**config.mk**
```make
export PLATFORM = sky130hd
export DESIGN_NAME = dram_refresh_sched
export DESIGN_NICKNAME = d
export VERILOG_FILES = /design/src/rtl/dram_ref_pkg.sv /design/src/rtl/dram_ref_powerup.sv /design/src/rtl/dram_ref_interval.sv /design/src/rtl/dram_ref_backlog.sv /design/src/rtl/dram_ref_strobe.sv /design/src/rtl/dram_refresh_sched.sv
export SDC_FILE = /design/constraint.sdc
export NUM_CORES = 1
export LEC_CHECK = 0
export BUFFER_PORTS_ARGS = -buffer_cell sky130_fd_sc_hd__buf_2
export CAP_MARGIN = 15
export CELL_PAD_IN_SITES_DETAIL_PLACEMENT = 1
export CELL_PAD_IN_SITES_GLOBAL_PLACEMENT = 1
export CORE_MARGIN = 10
export CORE_UTILIZATION = 45
export DETAILED_ROUTE_END_ITERATION = 10
export HOLD_SLACK_MARGIN = 0.02
export PLACE_DENSITY_LB_ADDON = 0.08
export SLEW_MARGIN = 20
export SYNTH_ARGS = -nofsm -noshare
export SYNTH_HDL_FRONTEND = slang
export SYNTH_SLANG_ARGS = --single-unit
export TNS_END_PERCENT = 1
```
**constraint.sdc**
```tcl
create_clock -name clk -period 6.2 [get_ports clk]
set_clock_uncertainty 0.2 [all_clocks]
set_input_delay 0.62 -clock clk [delete_from_list [all_inputs] [get_ports clk]]
set_output_delay 0.62 -clock clk [all_outputs]
set_load 0.03 [all_outputs]
```
**src/rtl/dram_ref_pkg.sv**
```systemverilog
package dram_ref_pkg;

  typedef enum logic [2:0] {
    PH_IDLE,
    PH_WSU,
    PH_CSU,
    PH_ACT,
    PH_PRE
  } ref_phase_e;

  typedef enum logic [1:0] {
    PU_WAIT,
    PU_INIT,
    PU_READY
  } pu_state_e;

  // Whole clock cycles covering a time in ns, never less than one.
  function automatic int unsigned ns_to_cyc(input int unsigned ns, input int unsigned mhz);
    int unsigned c;
    c = (ns * mhz + 999) / 1000;
    return (c == 0) ? 1 : c;
  endfunction

endpackage

```
**src/rtl/dram_ref_powerup.sv**
```systemverilog
module dram_ref_powerup #(
  parameter int unsigned START_CYC   = 40000,
  parameter int unsigned INIT_CYCLES = 8
) (
  input  logic clk,
  input  logic rst_n,
  input  logic done_i,
  output logic init_req_o,
  output logic ready_o
);
  import dram_ref_pkg::*;

  localparam int unsigned WW = $clog2(START_CYC + 1);
  localparam int unsigned IW = $clog2(INIT_CYCLES + 1);

  pu_state_e      state_q, state_d;
  logic [WW-1:0]  wait_q, wait_d;
  logic [IW-1:0]  icnt_q, icnt_d;

  always_comb begin
    state_d = state_q;
    wait_d  = wait_q;
    icnt_d  = icnt_q;
    case (state_q)
      PU_WAIT: begin
        if (wait_q == WW'(START_CYC - 1)) state_d = PU_INIT;
        else                              wait_d  = wait_q + 1'b1;
      end
      PU_INIT: begin
        if (done_i) begin
          if (icnt_q == IW'(INIT_CYCLES - 1)) state_d = PU_READY;
          else                                icnt_d  = icnt_q + 1'b1;
        end
      end
      default: state_d = PU_READY;
    endcase
  end

  always_ff @(posedge clk or negedge rst_n) begin
    if (!rst_n) begin
      state_q <= PU_WAIT;
      wait_q  <= '0;
      icnt_q  <= '0;
    end else begin
      state_q <= state_d;
      wait_q  <= wait_d;
      icnt_q  <= icnt_d;
    end
  end

  assign init_req_o = (state_q == PU_INIT);
  assign ready_o    = (state_q == PU_READY);

  a_r3_ready_sticky: assert property (@(posedge clk) disable iff (!rst_n)
    ready_o |=> ready_o);
  a_r3_ready_after_done: assert property (@(posedge clk) disable iff (!rst_n)
    $rose(ready_o) |-> $past(done_i));
  a_r2_quiet_in_wait: assert property (@(posedge clk) disable iff (!rst_n)
    (state_q == PU_WAIT) |-> !init_req_o && !ready_o);

endmodule

```
**src/rtl/dram_ref_interval.sv**
```systemverilog
module dram_ref_interval #(
  parameter int unsigned INTERVAL = 3109
) (
  input  logic clk,
  input  logic rst_n,
  input  logic en_i,
  output logic tick_o
);
  localparam int unsigned CW = (INTERVAL > 1) ? $clog2(INTERVAL) : 1;

  logic [CW-1:0] cnt_q, cnt_d;
  logic          wrap;

  assign wrap   = (cnt_q == CW'(INTERVAL - 1));
  assign tick_o = en_i && wrap;

  always_comb begin
    cnt_d = cnt_q;
    if (en_i) cnt_d = wrap ? '0 : cnt_q + 1'b1;
  end

  always_ff @(posedge clk or negedge rst_n) begin
    if (!rst_n) cnt_q <= '0;
    else        cnt_q <= cnt_d;
  end

  a_r9_idle_until_ready: assert property (@(posedge clk) disable iff (!rst_n)
    !en_i |=> $stable(cnt_q));

endmodule

```
**src/rtl/dram_ref_backlog.sv**
```systemverilog
module dram_ref_backlog #(
  parameter int unsigned MAX_PENDING = 4
) (
  input  logic clk,
  input  logic rst_n,
  input  logic tick_i,
  input  logic done_i,
  input  logic ready_i,
  output logic owed_o,
  output logic full_o
);
  localparam int unsigned PW = $clog2(MAX_PENDING + 1);

  logic [PW-1:0] pend_q, pend_d;
  logic          dec;

  assign dec    = done_i && ready_i && (pend_q != '0);
  assign owed_o = (pend_q != '0);
  assign full_o = (pend_q == PW'(MAX_PENDING));

  always_comb begin
    pend_d = pend_q;
    if (tick_i && !dec && !full_o) pend_d = pend_q + 1'b1;
    else if (dec && !tick_i)       pend_d = pend_q - 1'b1;
  end

  always_ff @(posedge clk or negedge rst_n) begin
    if (!rst_n) pend_q <= '0;
    else        pend_q <= pend_d;
  end

  a_r10_no_overflow: assert property (@(posedge clk) disable iff (!rst_n)
    pend_q <= PW'(MAX_PENDING));
  a_r10_drain_step: assert property (@(posedge clk) disable iff (!rst_n)
    (dec && !tick_i) |=> (pend_q == $past(pend_q) - 1'b1));

endmodule

```
**src/rtl/dram_ref_strobe.sv**
```systemverilog
module dram_ref_strobe #(
  parameter int unsigned T_WSU = 2,
  parameter int unsigned T_CSR = 1,
  parameter int unsigned T_RAS = 10,
  parameter int unsigned T_RP  = 6
) (
  input  logic clk,
  input  logic rst_n,
  input  logic req_i,
  input  logic gnt_i,
  output logic busy_o,
  output logic done_o,
  output logic ras_n_o,
  output logic cas_n_o
);
  import dram_ref_pkg::*;

  localparam int unsigned TOTAL = T_WSU + T_CSR + T_RAS + T_RP;
  localparam int unsigned CW    = $clog2(TOTAL + 1);

  ref_phase_e    ph_q, ph_d;
  logic [CW-1:0] cnt_q, cnt_d;
  logic          last;

  assign last = (cnt_q == '0);

  always_comb begin
    ph_d  = ph_q;
    cnt_d = last ? cnt_q : cnt_q - 1'b1;
    case (ph_q)
      PH_IDLE: if (req_i && gnt_i) begin ph_d = PH_WSU; cnt_d = CW'(T_WSU - 1); end
      PH_WSU:  if (last)           begin ph_d = PH_CSU; cnt_d = CW'(T_CSR - 1); end
      PH_CSU:  if (last)           begin ph_d = PH_ACT; cnt_d = CW'(T_RAS - 1); end
      PH_ACT:  if (last)           begin ph_d = PH_PRE; cnt_d = CW'(T_RP - 1);  end
      PH_PRE:  if (last)           begin ph_d = PH_IDLE; cnt_d = '0;            end
      default:                     begin ph_d = PH_IDLE; cnt_d = '0;            end
    endcase
  end

  always_ff @(posedge clk or negedge rst_n) begin
    if (!rst_n) begin
      ph_q  <= PH_IDLE;
      cnt_q <= '0;
    end else begin
      ph_q  <= ph_d;
      cnt_q <= cnt_d;
    end
  end

  assign busy_o  = (ph_q != PH_IDLE);
  assign done_o  = (ph_q == PH_PRE) && last;
  assign ras_n_o = (ph_q != PH_ACT);
  assign cas_n_o = !((ph_q == PH_CSU) || (ph_q == PH_ACT));

  a_r4_cas_before_ras: assert property (@(posedge clk) disable iff (!rst_n)
    $fell(ras_n_o) |-> $past(!cas_n_o));
  a_r4_cas_held: assert property (@(posedge clk) disable iff (!rst_n)
    $rose(cas_n_o) |-> $rose(ras_n_o));
  a_r7_start_on_grant: assert property (@(posedge clk) disable iff (!rst_n)
    $rose(busy_o) |-> $past(req_i && gnt_i));
  a_r8_done_single: assert property (@(posedge clk) disable iff (!rst_n)
    done_o |=> !done_o && ras_n_o && cas_n_o);

endmodule

```
**src/rtl/dram_refresh_sched.sv**
```systemverilog
module dram_refresh_sched #(
  parameter int unsigned CLK_MHZ      = 200,
  parameter int unsigned STARTUP_US   = 200,
  parameter int unsigned RETENTION_US = 32000,
  parameter int unsigned ROWS         = 2048,
  parameter int unsigned MARGIN       = 16,
  parameter int unsigned INIT_CYCLES  = 8,
  parameter int unsigned MAX_PENDING  = 4,
  parameter int unsigned WSU_NS       = 10,
  parameter int unsigned CSR_NS       = 5,
  parameter int unsigned RAS_NS       = 50,
  parameter int unsigned RP_NS        = 30
) (
  input  logic clk,
  input  logic rst_n,
  input  logic ref_gnt_i,
  output logic ref_req_o,
  output logic ref_urgent_o,
  output logic ras_n_o,
  output logic cas_n_o,
  output logic we_n_o,
  output logic ref_done_o,
  output logic mem_ready_o
);
  import dram_ref_pkg::*;

  localparam int unsigned START_CYC = CLK_MHZ * STARTUP_US;
  localparam int unsigned INTERVAL  = (CLK_MHZ * RETENTION_US) / ROWS - MARGIN;
  localparam int unsigned T_WSU     = ns_to_cyc(WSU_NS, CLK_MHZ);
  localparam int unsigned T_CSR     = ns_to_cyc(CSR_NS, CLK_MHZ);
  localparam int unsigned T_RAS     = ns_to_cyc(RAS_NS, CLK_MHZ);
  localparam int unsigned T_RP      = ns_to_cyc(RP_NS, CLK_MHZ);

  logic init_req, ready, tick, owed, full, busy, done, want;

  dram_ref_powerup #(.START_CYC(START_CYC), .INIT_CYCLES(INIT_CYCLES)) u_powerup (
    .clk(clk), .rst_n(rst_n), .done_i(done),
    .init_req_o(init_req), .ready_o(ready)
  );

  dram_ref_interval #(.INTERVAL(INTERVAL)) u_interval (
    .clk(clk), .rst_n(rst_n), .en_i(ready), .tick_o(tick)
  );

  dram_ref_backlog #(.MAX_PENDING(MAX_PENDING)) u_backlog (
    .clk(clk), .rst_n(rst_n), .tick_i(tick), .done_i(done), .ready_i(ready),
    .owed_o(owed), .full_o(full)
  );

  assign want = init_req || owed;

  dram_ref_strobe #(.T_WSU(T_WSU), .T_CSR(T_CSR), .T_RAS(T_RAS), .T_RP(T_RP)) u_strobe (
    .clk(clk), .rst_n(rst_n), .req_i(want), .gnt_i(ref_gnt_i),
    .busy_o(busy), .done_o(done), .ras_n_o(ras_n_o), .cas_n_o(cas_n_o)
  );

  assign ref_req_o    = want || busy;
  assign ref_urgent_o = full;
  assign we_n_o       = 1'b1;
  assign ref_done_o   = done;
  assign mem_ready_o  = ready;

  a_r7_req_held: assert property (@(posedge clk) disable iff (!rst_n)
    (busy && !done) |=> ref_req_o);
  a_r6_we_high_at_ras: assert property (@(posedge clk) disable iff (!rst_n)
    $fell(ras_n_o) |-> we_n_o && $past(we_n_o));

endmodule

```
After elaboration in Yosys (flattened, before gate mapping). Cells that the tools add are included. Widths: inputs -> output; s select.

Register bits: 45. Bits of input ports: 3. Output and inout bits: 7. Word-level logic and storage cells: 79.

Add/sub/neg operators: 6. Equal/unequal tests: 19. Mux-type cells: 19. Bitwise operators: 2. Reductions and logical operators: 26.

Operators with widths (number): $mux 5 (5); $mux 3 (7); $pmux 5 s4 (1); $add 16x1->16 const B (1); $eq 16x16->1 const B (1); $ne 2x1->1 const B (8); $pmux 3 s5 (1); $add 12x1->12 const B (1); $eq 12x12->1 const B (1); $mux 12 (1); $logic_and 1x1->1 (8); $eq 3x2->1 const B (2); $eq 3x3->1 const B (2); $mux 2 (3); $reduce_and 3->1 (2); $reduce_bool 3->1 (2); $logic_not 5->1 (1); $reduce_and 5->1 (1); $sub 5x1->5 const B (1); $add 4x1->4 const B (1); $eq 4x3->1 const B (1); $logic_not 1->1 (4); $pmux 2 s2 (1); $add 3x1->3 const B (1); 12 further kinds (15).

Depth between registers and ports, before layout.
Depth in word-level cells: 8. Depth in mapped cells: 11. Gate-level depth less buffers: 10.

Modules after synthesis. Synthesis repeated with hierarchy kept, for this count alone.

Cell total of the unflattened synthesis: 241. Area total of the unflattened synthesis: 2488.6 µm².

By module, submodules not included: dram_ref_powerup (instances 1, cells an instance 92, area an instance 1046.0 µm², seq. area each 550.5 µm²); dram_ref_interval (instances 1, cells an instance 55, area an instance 594.3 µm², seq. area each 300.3 µm²); dram_ref_strobe (instances 1, cells an instance 62, area an instance 548.0 µm², seq. area each 200.2 µm²); dram_ref_backlog (instances 1, cells an instance 28, area an instance 276.5 µm², seq. area each 75.1 µm²); dram_refresh_sched (instances 1, cells an instance 4, area an instance 23.8 µm², seq. area each 0.0 µm²).

Worst setup path before layout. OpenSTA, ideal clock, no wires.

Kind: register to register. Start point: register u_interval.cnt_q[0]. End point: register u_backlog.pend_q[2]. Arrival time: 2.772 ns. Required time: 5.870 ns. Slack: 3.098 ns. Stages on the path, launching flop included: 10. Clock period less this slack: 3.102 ns. Path through: dfrtp_1 inv_1 ha_1 or4bb_1 nor4_4 o211ai_2 fa_1 or4_1 nand3_1 o31ai_1.

Longest elaborated chain between the ends: 5. Elaborated cells on any way between the ends: 8.

Ends and longest elaborated chain: from (decl) (line dram_ref_interval.sv:11) `logic [CW-1:0] cnt_q, cnt_d;`; from (signal assigned) (line dram_ref_interval.sv:24) `else cnt_q <= cnt_d;`; $eq 12x12->1 * (line dram_ref_interval.sv:14) `assign wrap = (cnt_q == CW'(INTERVAL - 1));`; $logic_and 1x1->1 * (line dram_ref_interval.sv:15) `assign tick_o = en_i && wrap;`; $logic_and 1x1->1 / $logic_not 1->1 (equally long branches) (line dram_ref_backlog.sv:23, dram_ref_backlog.sv:24); $logic_and 1x1->1, on equally long branches (line dram_ref_backlog.sv:23, dram_ref_backlog.sv:24); $mux 3 / $reduce_bool 2->1 (equally long branches); to (signal assigned) (line dram_ref_backlog.sv:29) `else pend_q <= pend_d;`; to (decl) (line dram_ref_backlog.sv:14) `logic [PW-1:0] pend_q, pend_d;`.

Every way passes the cells marked *; elsewhere a longest branch is shown, timed or not. A chain may end at the register's enable or synchronous reset.

Worst setup path in the final report.
Start point: register u_interval.cnt_q[1]. End point: register u_backlog.pend_q[2].

Same word-level chain as after synthesis.

==> impl_metrics.toml <==
[status]
outcome = "finished, final reports clean"

[placed_design]
dp_hpwl_um = 3640
place_congestion = 0.821
portBuffers = 8

[clock_network]
root_buffer = "clkbuf_8"
numCtsBuffers = 5
clock-sinks = 45
htree_levels = 2
clk_pin_slew_ns = 0.08
clkLatencyLatePin_ns = 0.29
cts_tree = "done"
cts_setup_buffers = 0
cts_buffer_depth = 2
cts_resized = 0
hold_buffers = 0

[cells_and_area]
nets = 248
drive_above_1_share_pct = 10.9
final_common_cell = "dfrtp_1"
regArea_um2 = 1130
fillers = 582
antenna-diode-count = 0
multi_input_area_um2 = 1150
syn_to_final_growth_pct = 8.89
mostFrequentLayoutCells = "dfrtp_1 (45), xnor2_1 (17), nand2_1 (17)"

[power_and_ir_drop]
powerDensity_nw_per_um2 = 195
ir_drop_mv = 0.0965
leakagePower_nw = 1.17

[die]
ioPinCount = 10
dieArea_um2 = 8510
die_h_um = 92.3
num_rows = 26
die_x_um = 92.3
start_util_pct = 46.3
coreArea_um2 = 5070

[setup_path]
critical_path.max_fanout = 10
crit_arrival_ns = 3.35
cp.required_ns = 6.18
end_kind = "register"
crit_type = "register to register"
start_kind = "register"

[logic_synthesis]
async_flop_share_pct = 100
synth_edf_count = 0
yosysSeqAreaShare_pct = 47.9
syn-num-nets = 239
netlist_area_um2 = 2350
ys.flop_type = "dfrtp_1"
synth_cell_types = 51
ys_ff_latch = 45
syn_area_per_cell_um2 = 10.3
ys_warn_count = 0
synthCells = 228

[timing]
max_freq_mhz = 296
rsz0062_at_grt = "no"
tns_ns = 0
min_period_over_period_pct = 54.5
setup_viol = 0
finalCriticalPeriod_ns = 3.38
drv_slew = 0
holdWs_ns = 0.118
worst_slew_pin_slew_ns = 0.568
maxSlewHeadroom_pct = 62.1
hold_violations = 0

[routing]
vias_per_cell = 5.47
vias = 1686
antenna_left = 0
drt_first_pass_iters = 4
drt_wl_total_um = 4870
wire_per_inst_um = 15.8
dr.first_iter.drc_count = 50
drc = 0

[run]
drv_cap = 0

[global_routing]
antenna_found_initial = 0
grt_remaining_overflow = 0
grt_pass1_wl_um = 8560
grt_max_degree = 46
grt_pass1_vias = 1831
grt_use_total_pct = 12.1

[worst_hold_path]
hold_path.class = "primary input to asynchronous set/reset pin"
-- final cells by class --
cell class,instances,share of cell area (%)
Sequential cell,45,44.0
Inverter,12,1.76
Clock buffer,7,3.77
Tap cell,70,3.42
Timing Repair Buffer,9,1.96
Clock inverter,1,0.196
Multi-Input combinational cell,164,44.9
-- worst paths after layout --
check	startpoint	slack [ns]	to	depth (start not counted)
setup / recovery	u_interval.cnt_q[1]	2.82	u_backlog.pend_q[2]	9
min in group clk	u_powerup.wait_q[5]	0.27	u_powerup.wait_q[5]	1
hold reg to reg	u_powerup.wait_q[5]	0.27	u_powerup.wait_q[5]	1
max in group asynchronous	rst_n	5.30	u_powerup.wait_q[13]	1
hold / removal	rst_n	0.12	u_backlog.pend_q[0]	1
setup reg to reg	u_interval.cnt_q[1]	2.82	u_backlog.pend_q[2]	9
-- Yosys cell counts, types with 2 or more instances --
cell       instances  area share (%)
nand4_1            9             2.4
dfrtp_1           45              48
nor4b_1            2            0.75
o31ai_1            3            0.96
nand2_1           17             2.7
and2_1             4             1.1
nand3_1           12             2.6
mux2_1             2            0.96
a2111oi_0          2            0.75
ha_1               7             3.7
clkbuf_1           6            0.96
nor3_1             6             1.3
and3_1             4             1.1
or3_1              2            0.53
xnor2_1           17             6.3
nand3b_1           2            0.64
nor2_1            15             2.4
or4_1              2            0.64
nand2b_1           3            0.80
o21ai_0            5             1.1
xor2_1            11             4.1
a21oi_1            6             1.3
and3b_1            2            0.75
inv_1             11             1.8
mux2i_1            2            0.85
o21a_1             2            0.64
o21ai_1            2            0.43
and4_1             2            0.75
nor2b_1            3            0.80
-- power breakdown --
group          switching, mW  total, mW  internal (mW)
sequential                 0      0.293          0.293
combinational        0.00641    0.00705       0.000637
clock                 0.0986      0.199          0.101
total                  0.105      0.500          0.395
-- metrics by stage --
step	total power [mW]	utilization, %	std cells	area, µm²	setup slack (ns)
finish	0.500	50.4	308	2560	2.82
global route	0.522	50.4	308	2560	2.59
CTS	0.506	50.4	308	2560	2.80
detailed placement	0.307	48.4	300	2450	2.83
global placement	0.306	48.4	300	2450	3.00
floorplan	0.300	-	228	2350	3.10
-- critical path, cell delays in order (launching register included) --
cell and delay [ns]:
dfrtp_1 0.42, inv_1 0.09, ha_1 0.14, or4bb_1 0.52, nor4_4 0.49, o211ai_2 0.21, fa_1 0.46, or4_1 0.55
nand3_1 0.11, o31ai_1 0.07
-- registers in the layout, indices dropped and copies added (netlist names) --
signal             cells
u_backlog.pend_q       3
u_interval.cnt_q      12
u_powerup.icnt_q       4
u_powerup.state_q      2
u_powerup.wait_q      16
u_strobe.cnt_q         5
u_strobe.ph_q          3
-- cells by family (layout without fill, tap and decap cells) --
logic type,count (synthesis),count (layout),share of synthesized area (%)
buffers and inverters,19,29,3.19
xor gates and xnor gates,28,28,10.4
muxes,5,5,2.45
and+or+nand+nor,93,93,22.7
adders and majority gates,8,8,4.58
AOI/OAI and AO/OA,29,29,8.52
other,1,1,0.160
DFF,45,45,47.9
-- layer usage --
layer	routed length [µm]	track usage [%]
met5	0	0
met2	2420	20.9
met1	2260	14.3
met4	60	3.98
met3	135	3.02
(Power assumes the default switching activity.)
